File: src/rtl/flash_enc_pkg.sv
package flash_enc_pkg;
  localparam int unsigned DEF_BITS = 3;

  function automatic int unsigned level_count(input int unsigned bits);
    return (1 << bits) - 1;
  endfunction
endpackage

File: src/rtl/therm_to_gray.sv
module therm_to_gray
  import flash_enc_pkg::*;
#(
  parameter int unsigned BITS = DEF_BITS,
  localparam int unsigned N = level_count(BITS)
) (
  input  logic [N-1:0]    therm_i,
  output logic [BITS-1:0] gray_o
);
  // each level bit lands in exactly one gray bit
  for (genvar k = 0; k < BITS; k++) begin : g_bit
    localparam int NJ = (N >> (k + 2)) + 1;
    logic [NJ-1:0] term;
    for (genvar j = 0; j < NJ; j++) begin : g_term
      localparam int LO = (1 << k) + j * (1 << (k + 2));
      localparam int HI = LO + (1 << (k + 1));
      if (HI <= N) begin : g_pair
        assign term[j] = therm_i[LO-1] & ~therm_i[HI-1];
      end else begin : g_edge
        assign term[j] = therm_i[LO-1];
      end
    end
    assign gray_o[k] = |term;
  end
endmodule

File: src/rtl/gray_to_bin.sv
module gray_to_bin #(
  parameter int unsigned BITS = flash_enc_pkg::DEF_BITS
) (
  input  logic [BITS-1:0] gray_i,
  output logic [BITS-1:0] bin_o
);
  assign bin_o[BITS-1] = gray_i[BITS-1];
  for (genvar k = 0; k < BITS - 1; k++) begin : g_xor
    assign bin_o[k] = bin_o[k+1] ^ gray_i[k];
  end
endmodule

File: src/rtl/enc_stage.sv
module enc_stage #(
  parameter int unsigned W = 3
) (
  input  logic         clk_i,
  input  logic         rst_ni,
  input  logic         en_i,
  input  logic [W-1:0] d_i,
  output logic [W-1:0] q_o,
  output logic         v_o
);
  always_ff @(posedge clk_i or negedge rst_ni) begin
    if (!rst_ni) begin
      q_o <= '0;
      v_o <= 1'b0;
    end else begin
      v_o <= en_i;
      if (en_i) q_o <= d_i;
    end
  end
endmodule

File: src/rtl/flash_therm_enc.sv
module flash_therm_enc
  import flash_enc_pkg::*;
#(
  parameter int unsigned BITS = DEF_BITS,
  localparam int unsigned N = level_count(BITS)
) (
  input  logic            clk_i,
  input  logic            rst_ni,
  input  logic [N-1:0]    therm_i,
  input  logic            valid_i,
  output logic [BITS-1:0] bin_o,
  output logic            valid_o
);
  logic [BITS-1:0] gray_d, gray_q, bin_d;
  logic            gray_v;

  therm_to_gray #(.BITS(BITS)) u_t2g (.therm_i(therm_i), .gray_o(gray_d));

  // gray register: settling time for unresolved comparators
  enc_stage #(.W(BITS)) u_gray_stage (
    .clk_i(clk_i), .rst_ni(rst_ni), .en_i(valid_i),
    .d_i(gray_d), .q_o(gray_q), .v_o(gray_v)
  );

  gray_to_bin #(.BITS(BITS)) u_g2b (.gray_i(gray_q), .bin_o(bin_d));

  enc_stage #(.W(BITS)) u_bin_stage (
    .clk_i(clk_i), .rst_ni(rst_ni), .en_i(gray_v),
    .d_i(bin_d), .q_o(bin_o), .v_o(valid_o)
  );
endmodule

File: config.mk
export PLATFORM = sky130hd
export DESIGN_NAME = flash_therm_enc
export DESIGN_NICKNAME = d
export VERILOG_FILES = /design/src/rtl/flash_enc_pkg.sv /design/src/rtl/therm_to_gray.sv /design/src/rtl/gray_to_bin.sv /design/src/rtl/enc_stage.sv /design/src/rtl/flash_therm_enc.sv
export SDC_FILE = /design/constraint.sdc
export NUM_CORES = 1
export LEC_CHECK = 0
export CAP_MARGIN = 20
export CORE_AREA = 2 2 39 41
export CTS_CLUSTER_DIAMETER = 40
export DETAILED_ROUTE_END_ITERATION = 10
export DIE_AREA = 0 0 41 43
export MAX_ROUTING_LAYER = met4
export PLACE_DENSITY_LB_ADDON = 0.1
export SETUP_SLACK_MARGIN = 0.5
export SYNTH_ARGS = -nofsm -noshare
export SYNTH_HDL_FRONTEND = slang
export SYNTH_SLANG_ARGS = --single-unit
File: constraint.sdc
create_clock -name clk_i -period 1.2 [get_ports clk_i]
set_input_delay 0.18 -clock clk_i [delete_from_list [all_inputs] [get_ports clk_i]]
set_output_delay 0.18 -clock clk_i [all_outputs]
set_load 0.01 [all_outputs]
* After elaboration in Yosys (flattened, before gate mapping)
Index checks and enable logic that the tools add are counted.
Word-level totals: register bits after elaboration 8, bits in latches 0, RAM bits 0, bits in read-only memories 0, input port bits 10, output and inout port bits 4, word-level logic and storage cells 13, memories 0
Cells by class: $add $sub $neg 0, $mul 0, divide/modulo/power cells 0, $lt $le $gt $ge 0, equal/unequal tests 0, shift operators 0, multiplexer cells 0, bitwise gates (word level) 8, reductions and logical operators 1
Operators with widths (count):
- $and A1 B1 Y1 | 3
- $not A1 Y1 | 3
- $reduce_or A2 Y1 | 1
- $xor A1 B1 Y1 | 2

* Depth between registers and ports, before layout
Gate-level depths: netlist of run 1.
word-level depth 3, mapped depth 2, gate-level depth less buffers 2

* Hierarchy
A second synthesis of run 1 with hierarchy kept.
Second synthesis, totals: cells, all modules 23, area total of the unflattened synthesis 349.1 um^2
By module, submodules not included:
- enc_stage | times used 2, cells each 7, area an instance 133.9 um^2, seq. area each 100.1 um^2
- therm_to_gray | times used 1, cells each 6, area an instance 41.3 um^2, seq. area each 0.0 um^2
- gray_to_bin | times used 1, cells each 3, area an instance 40.0 um^2, seq. area each 0.0 um^2

* Worst setup path after synthesis of run 1
Ideal clock, no wire load.
path kind register -> register, start register u_gray_stage.q_o[2], end register u_bin_stage.q_o[0], setup time 0.125 ns, arrival 1.008 ns, required time 1.075 ns, path slack 0.067 ns, stages on the path, launching flop included 3, path buffers 0, period minus slack after synthesis 1.133 ns, cell sequence dfrtp_1 > xor3_1 > mux2_4
Between the ends: cells in the longest elaborated chain, start to end 2
Ends and longest elaborated chain:
- from (decl) | RTL line enc_stage.sv:8 | output logic [W-1:0] q_o,
- from (signal assigned) | RTL line enc_stage.sv:17 | if (en_i) q_o <= d_i;
- $xor A1 B1 Y1 (2 in a row) | RTL line gray_to_bin.sv:9 | assign bin_o[k] = bin_o[k+1] ^ gray_i[k];
- to (signal assigned) | RTL line enc_stage.sv:17
- to (decl) | RTL line enc_stage.sv:8
No other way between the ends. A chain may end at the register's enable or synchronous reset.

* Worst setup path after layout of run 1
start register u_gray_stage.q_o[1], end register u_bin_stage.q_o[0]
The elaborated chain is that of the path after synthesis.

==> results_dict.tcl, run 1 <==
set metrics [dict create \
    status "completed" \
    maxCapViolCount 0 \
    place_ws_ns 0.0308 \
    postSynthAreaPerCell_um2 14.4 \
    hp-class "in2async" \
    ys.flop_type "dfrtp_1" \
    detail-route-antenna-nets 0 \
    wire_per_inst_um 10.2 \
    ys_top_cells_by_count "8 x dfrtp_1, 2 x nand2b_1, 2 x nor2_1" \
    grt_max_degree 9 \
    yosysWarnings 0 \
    path_clk_slew_ns 0.06 \
    cellLeakagePower_nw 0.263 \
    synth_top_cell_by_area "dfrtp_1" \
    die_x_um 41 \
    holdBufCountCts 0 \
    period_needed_ns 1.14 \
    peakVddDrop_mv 0.382 \
    initial_utilization_pct 23.0 \
    p_clk_share_pct 28.4 \
    placedInstanceArea_um2 498 \
    slew_viol_final 0 \
    crit_fanout 2 \
    synth_edf_count 0 \
    cts_tree "built" \
    crit_path_max_incr_delay_ns 0.40 \
    diodes 0 \
    hold_viol 0 \
    dr.pass1.iters 1 \
    placed_cells_incl_taps 54 \
    path_cells "xor3_1 -> mux2_4" \
    critPathKind "reg2reg" \
    yosysSeqAreaShare_pct 63.0 \
    cts_root_buf "clkbuf_4" \
    area_delta_synth_final_pct 75.6 \
    placementRows 14 \
    arrival_ns 1.28 \
    h-tree-depth 1 \
    drcViolationCount 0 \
    cp_data_required_time_ns 1.34 \
    tightest_slew_ns 0.352 \
    internal-power_mw 0.556 \
    worstSetupEndpointType "flop" \
    grt_usage_pct 9.98 \
    swShare_pct 24.1 \
    yosysMostFrequentCell "dfrtp_1" \
    overflow 0 \
    cts_buffers 3 \
    synth_area_um2 318 \
    crit_path_start_kind "flop" \
    skew_ns 0.00483 \
    final_cells 62 \
    pwr-share-seq_pct 44.5 \
    synth_fp_nets 32 \
    slew_headroom_pct 76.5 \
    place.gp.congestion 0.690 \
    syn_inst 22 \
    power_switching_mw 0.177 \
    vias 252 \
    clockBufferDepth 2 \
    fin_ws_ns 0.0573 \
    cts.sinks 8 \
    vias_per_cell 4.06 \
    crit_buf_inv 0 \
    fin_setup_tns_ns 0 \
    setup_viol 0 \
    fin_crit_sh_pct 95.2 \
    clk-insertion-delay-late_ns 0.25 \
    slowest_stage "dfrtp_1" \
    final_cell_area_um2 558 \
    pin_count 14 \
    die_h_um 43 \
    grt_first_pass_wirelength_um 1050 \
    antenna_found_initial 0 \
    nets 58 \
    drive_gt1_share_pct 45.7 \
    port_buffers 13 \
    synth_area_leaders "dfrtp_1 63%, xor3_1 7.5%, mux2_4 4.7%, nand2b_1 3.9%, mux2_1 3.5%" \
    fmax_mhz 875 \
    rsz0062_at_grt "yes" \
    core_area_mm2 0.00138 \
    p_comb_share_pct 27.2 \
    synth_cell_types 13 \
    synth_top_area_share_pct 63.0 \
    detail_route.iter0.violations 0 \
    drt-total-wl_um 632 \
    power_density_mw_per_mm2 1310 \
    critPathTopFamily "flip-flops" \
    synth_seq_cells 8 \
    grt_pass1_vias 243 \
    dieArea_mm2 0.00176 \
    async_flop_share_pct 100 \
]
through the flow:
step | utilization (%) | power [mW] | hold slack, ns
floorplan | - | 0.407 | -0.116
global placement | 36.0 | 0.510 | 0.481
detailed placement | 36.0 | 0.512 | 0.482
CTS | 39.1 | 0.736 | 0.205
global route | 40.3 | 0.779 | 0.221
finish | 40.3 | 0.733 | 0.196
path summary, 6_finish.rpt:
path                                            startpoint                              end  slack (ns)  cells after the start
max                        u_gray_stage.q_o[1]$_DFFE_PN0P_   u_bin_stage.q_o[0]$_DFFE_PN0P_        0.06                      2
min                                                 rst_ni   u_bin_stage.q_o[1]$_DFFE_PN0P_        0.20                      1
max reg2reg                u_gray_stage.q_o[1]$_DFFE_PN0P_   u_bin_stage.q_o[0]$_DFFE_PN0P_        0.06                      2
min reg2reg                     u_gray_stage.v_o$_DFF_PN0_        u_bin_stage.v_o$_DFF_PN0_        0.51                      0
max in group asynchronous                           rst_ni        u_bin_stage.v_o$_DFF_PN0_        0.74                      1
min in group clk_i                                 valid_i  u_gray_stage.q_o[1]$_DFFE_PN0P_        0.32                      2
state kept, by name, summed over array words and instances (netlist names):
name              cells
u_bin_stage.q_o       3
u_gray_stage.v_o      1
u_gray_stage.q_o      3
u_bin_stage.v_o       1
logic make-up after synthesis:
kind of cell | count (synthesis) | share of synthesized area, %
buf+inv | 1 | 1.18
simple gates | 5 | 8.66
compound gates | 3 | 5.12
mux | 3 | 11.8
xor+xnor | 2 | 10.2
flops | 8 | 63.0
power groups by stage:
stage               Combinational (mW)  Clock (mW)  Sequential, mW
floorplan                       0.0644           0           0.343
global placement                 0.180           0           0.330
detailed placement               0.181           0           0.331
CTS                              0.192       0.218           0.326
global route                     0.216       0.229           0.333
finish                           0.199       0.208           0.326
cells in the final DEF (no fill, tap or decap):
| master | instances |
|---|---|
| a21oi_1 | 1 |
| a31oi_1 | 1 |
| buf_2 | 3 |
| buf_4 | 5 |
| buf_6 | 3 |
| clkbuf_2 | 1 |
| clkbuf_4 | 3 |
| clkdlybuf4s50_1 | 8 |
| dfrtp_1 | 8 |
| dlygate4sd2_1 | 1 |
| inv_2 | 1 |
| mux2_4 | 3 |
| nand2b_1 | 2 |
| nand3b_1 | 1 |
| nor2_1 | 1 |
| nor2_2 | 1 |
| o21ai_1 | 1 |
| xnor2_2 | 1 |
| xor3_1 | 1 |
worst reg2reg max path, cell delays in order (launching register included):
cell     delay (ns)
dfrtp_1        0.40
xor3_1         0.37
mux2_4         0.26
layer usage:
metal / routed length, µm / GRT usage [%] / share of wire [%] / vias to the layer above
li1: - / - / - / 124
met1: 257 / 12.3 / 41 / 112
met2: 300 / 11.9 / 47 / 14
met3: 59 / 4.71 / 9.3 / 2
met4: 15 / 8.00 / 2.4 / 0
met5: 0 / - / 0 / -
final cells by class:
| type | count | area (µm²) |
|---|---|---|
| Inverter | 1 | 3.75 |
| Tap cell | 16 | 20.0 |
| Timing Repair Buffer | 21 | 180 |
| Fill cell | 150 | 826 |
| Sequential cell | 8 | 200 |
| Clock buffer | 3 | 22.5 |
| Multi-Input combinational cell | 13 | 131 |
what timing repair did:
action,4_1_cts,5_1_grt
pin swaps,2,1
buffers inserted,3,2
endpoints found under the setup margin,10,10
resized for setup,18,4
No activity file was read; power rests on OpenSTA's default activity.
==> run 2, diff against run 1 <==
Settings changed: SKIP_CTS_REPAIR_TIMING from default to 1.
==> results_dict.tcl, run 2 (synthesis results as in run 1) <==
set metrics [dict create \
    drcViolationCount 0 \
    path_cells "xor3_1 -> mux2_4" \
    multi_input_area_um2 161 \
    die_x_um 41 \
    cts_buffers 3 \
    crit_path_max_incr_delay_ns 0.42 \
    vias 250 \
    fin_setup_tns_ns 0 \
    peakVddDrop_mv 0.374 \
    slew_headroom_pct 76.5 \
    clockBufferDepth 2 \
    diodes 0 \
    core_area_mm2 0.00138 \
    fmax_mhz 874 \
    fin_crit_sh_pct 95.3 \
    clk-insertion-delay-late_ns 0.25 \
    dieArea_mm2 0.00176 \
    drive_gt1_share_pct 44.2 \
    arrival_ns 1.28 \
    grt_pass1_vias 235 \
    place.gp.congestion 0.690 \
    dr.pass1.iters 1 \
    nets 55 \
    overflow 0 \
    hold_viol 0 \
    detail-route-antenna-nets 0 \
    status "completed" \
    tightest_slew_ns 0.351 \
    detail_route.iter0.violations 0 \
    final_cell_area_um2 574 \
    crit_buf_inv 0 \
    crit_path_start_kind "flop" \
    grt_first_pass_wirelength_um 1030 \
    setup_viol 0 \
    initial_utilization_pct 23.0 \
    power_mw 0.725 \
    port_buffers 13 \
    critPathKind "reg2reg" \
    pin_count 14 \
    slew_viol_final 0 \
    path_clk_slew_ns 0.05 \
    cts.sinks 8 \
    die_h_um 43 \
    crit_fanout 2 \
    seqCellArea_um2 200 \
    hp-class "in2async" \
    skew_ns 0.00243 \
    drt-total-wl_um 633 \
    fillers 147 \
    placementRows 14 \
    met2WireLength_um 296 \
    wire_per_inst_um 10.7 \
    period_needed_ns 1.14 \
    placedInstanceArea_um2 498 \
    vias_per_cell 4.24 \
    antenna_found_initial 0 \
    rsz0062_at_grt "yes" \
    grt_max_degree 9 \
    routed.top_layer "met4" \
    worstSetupEndpointType "flop" \
    top_regs "u_bin_stage.q_o: 3 flops, u_gray_stage.q_o: 3 flops" \
    place_ws_ns 0.0308 \
    wirelength_met1_um 264 \
    wl_met3_um 56 \
    slowest_stage "xor3_1" \
    critPathTopFamily "XOR/XNOR gates" \
    area_delta_synth_final_pct 80.7 \
    grt_usage_pct 9.76 \
    final_common_cell "dfrtp_1" \
    cts_root_buf "clkbuf_4" \
    cellLeakagePower_nw 0.294 \
    cts_tree "built" \
    layout.cells.most_common_list "8 x dfrtp_1, 6 x clkdlybuf4s50_1, 4 x dlymetal6s2s_1, 4 x buf_4" \
    power_density_mw_per_mm2 1260 \
    cp_data_required_time_ns 1.34 \
    maxCapViolCount 0 \
    fin_ws_ns 0.0562 \
    h-tree-depth 1 \
]
run 2: changes by cell type in the layout (fill, tap and decap cells not counted), sizes merged:
cell | previous run | this run
buf | 11 | 5
dlymetal6s2s | 0 | 4
dlygate4sd2 | 1 | 0
clkdlybuf4s50 | 8 | 6
clkbuf | 4 | 6
run 2: cell type report:
type	count	area share, %
sequential	8	34.9
timing repair buffer	18	29.0
multi-input combinational	13	28.1
clock buffer	3	3.92
tap	16	3.49
inverter	1	0.654
run 2: worst paths after layout:
kind,cells past startpoint,start,end,slack [ns]
min in group clk_i,2,valid_i,u_gray_stage.q_o[1]$_DFFE_PN0P_,0.22
setup / recovery,2,u_gray_stage.q_o[2]$_DFFE_PN0P_,u_bin_stage.q_o[0]$_DFFE_PN0P_,0.06
max in group asynchronous,1,rst_ni,u_bin_stage.v_o$_DFF_PN0_,0.74
hold reg to reg,0,u_gray_stage.v_o$_DFF_PN0_,u_bin_stage.v_o$_DFF_PN0_,0.51
hold / removal,1,rst_ni,u_bin_stage.q_o[1]$_DFFE_PN0P_,0.20
setup reg to reg,2,u_gray_stage.q_o[2]$_DFFE_PN0P_,u_bin_stage.q_o[0]$_DFFE_PN0P_,0.06
run 2: power by group:
part	leakage, nW	internal (mW)	total [mW]	switching, mW
Sequential	0.0939	0.305	0.326	0.0208
Clock	0.0138	0.114	0.205	0.0904
Combinational	0.186	0.130	0.194	0.0642
Total	0.294	0.550	0.725	0.175
run 2: layer usage:
layer,track usage (%),vias up
li1,-,120
met1,11.9,114
met2,11.6,14
met3,4.71,2
met4,8.00,0
met5,-,-
run 2: worst reg2reg max path, cell delays in order, from the launching register on:
cell	delay [ns]
dfrtp_1	0.35
xor3_1	0.42
mux2_4	0.26
run 2: per-stage QoR:
stage          hold slack [ns]  utilization (%)  cells
6_report                 0.200             41.5     59
5_1_grt                  0.221             41.5     59
4_1_cts                  0.205             37.6     57
3_5_place_dp             0.482             36.0     54
3_3_place_gp             0.481             36.0     54
2_1_floorplan           -0.116                -     22
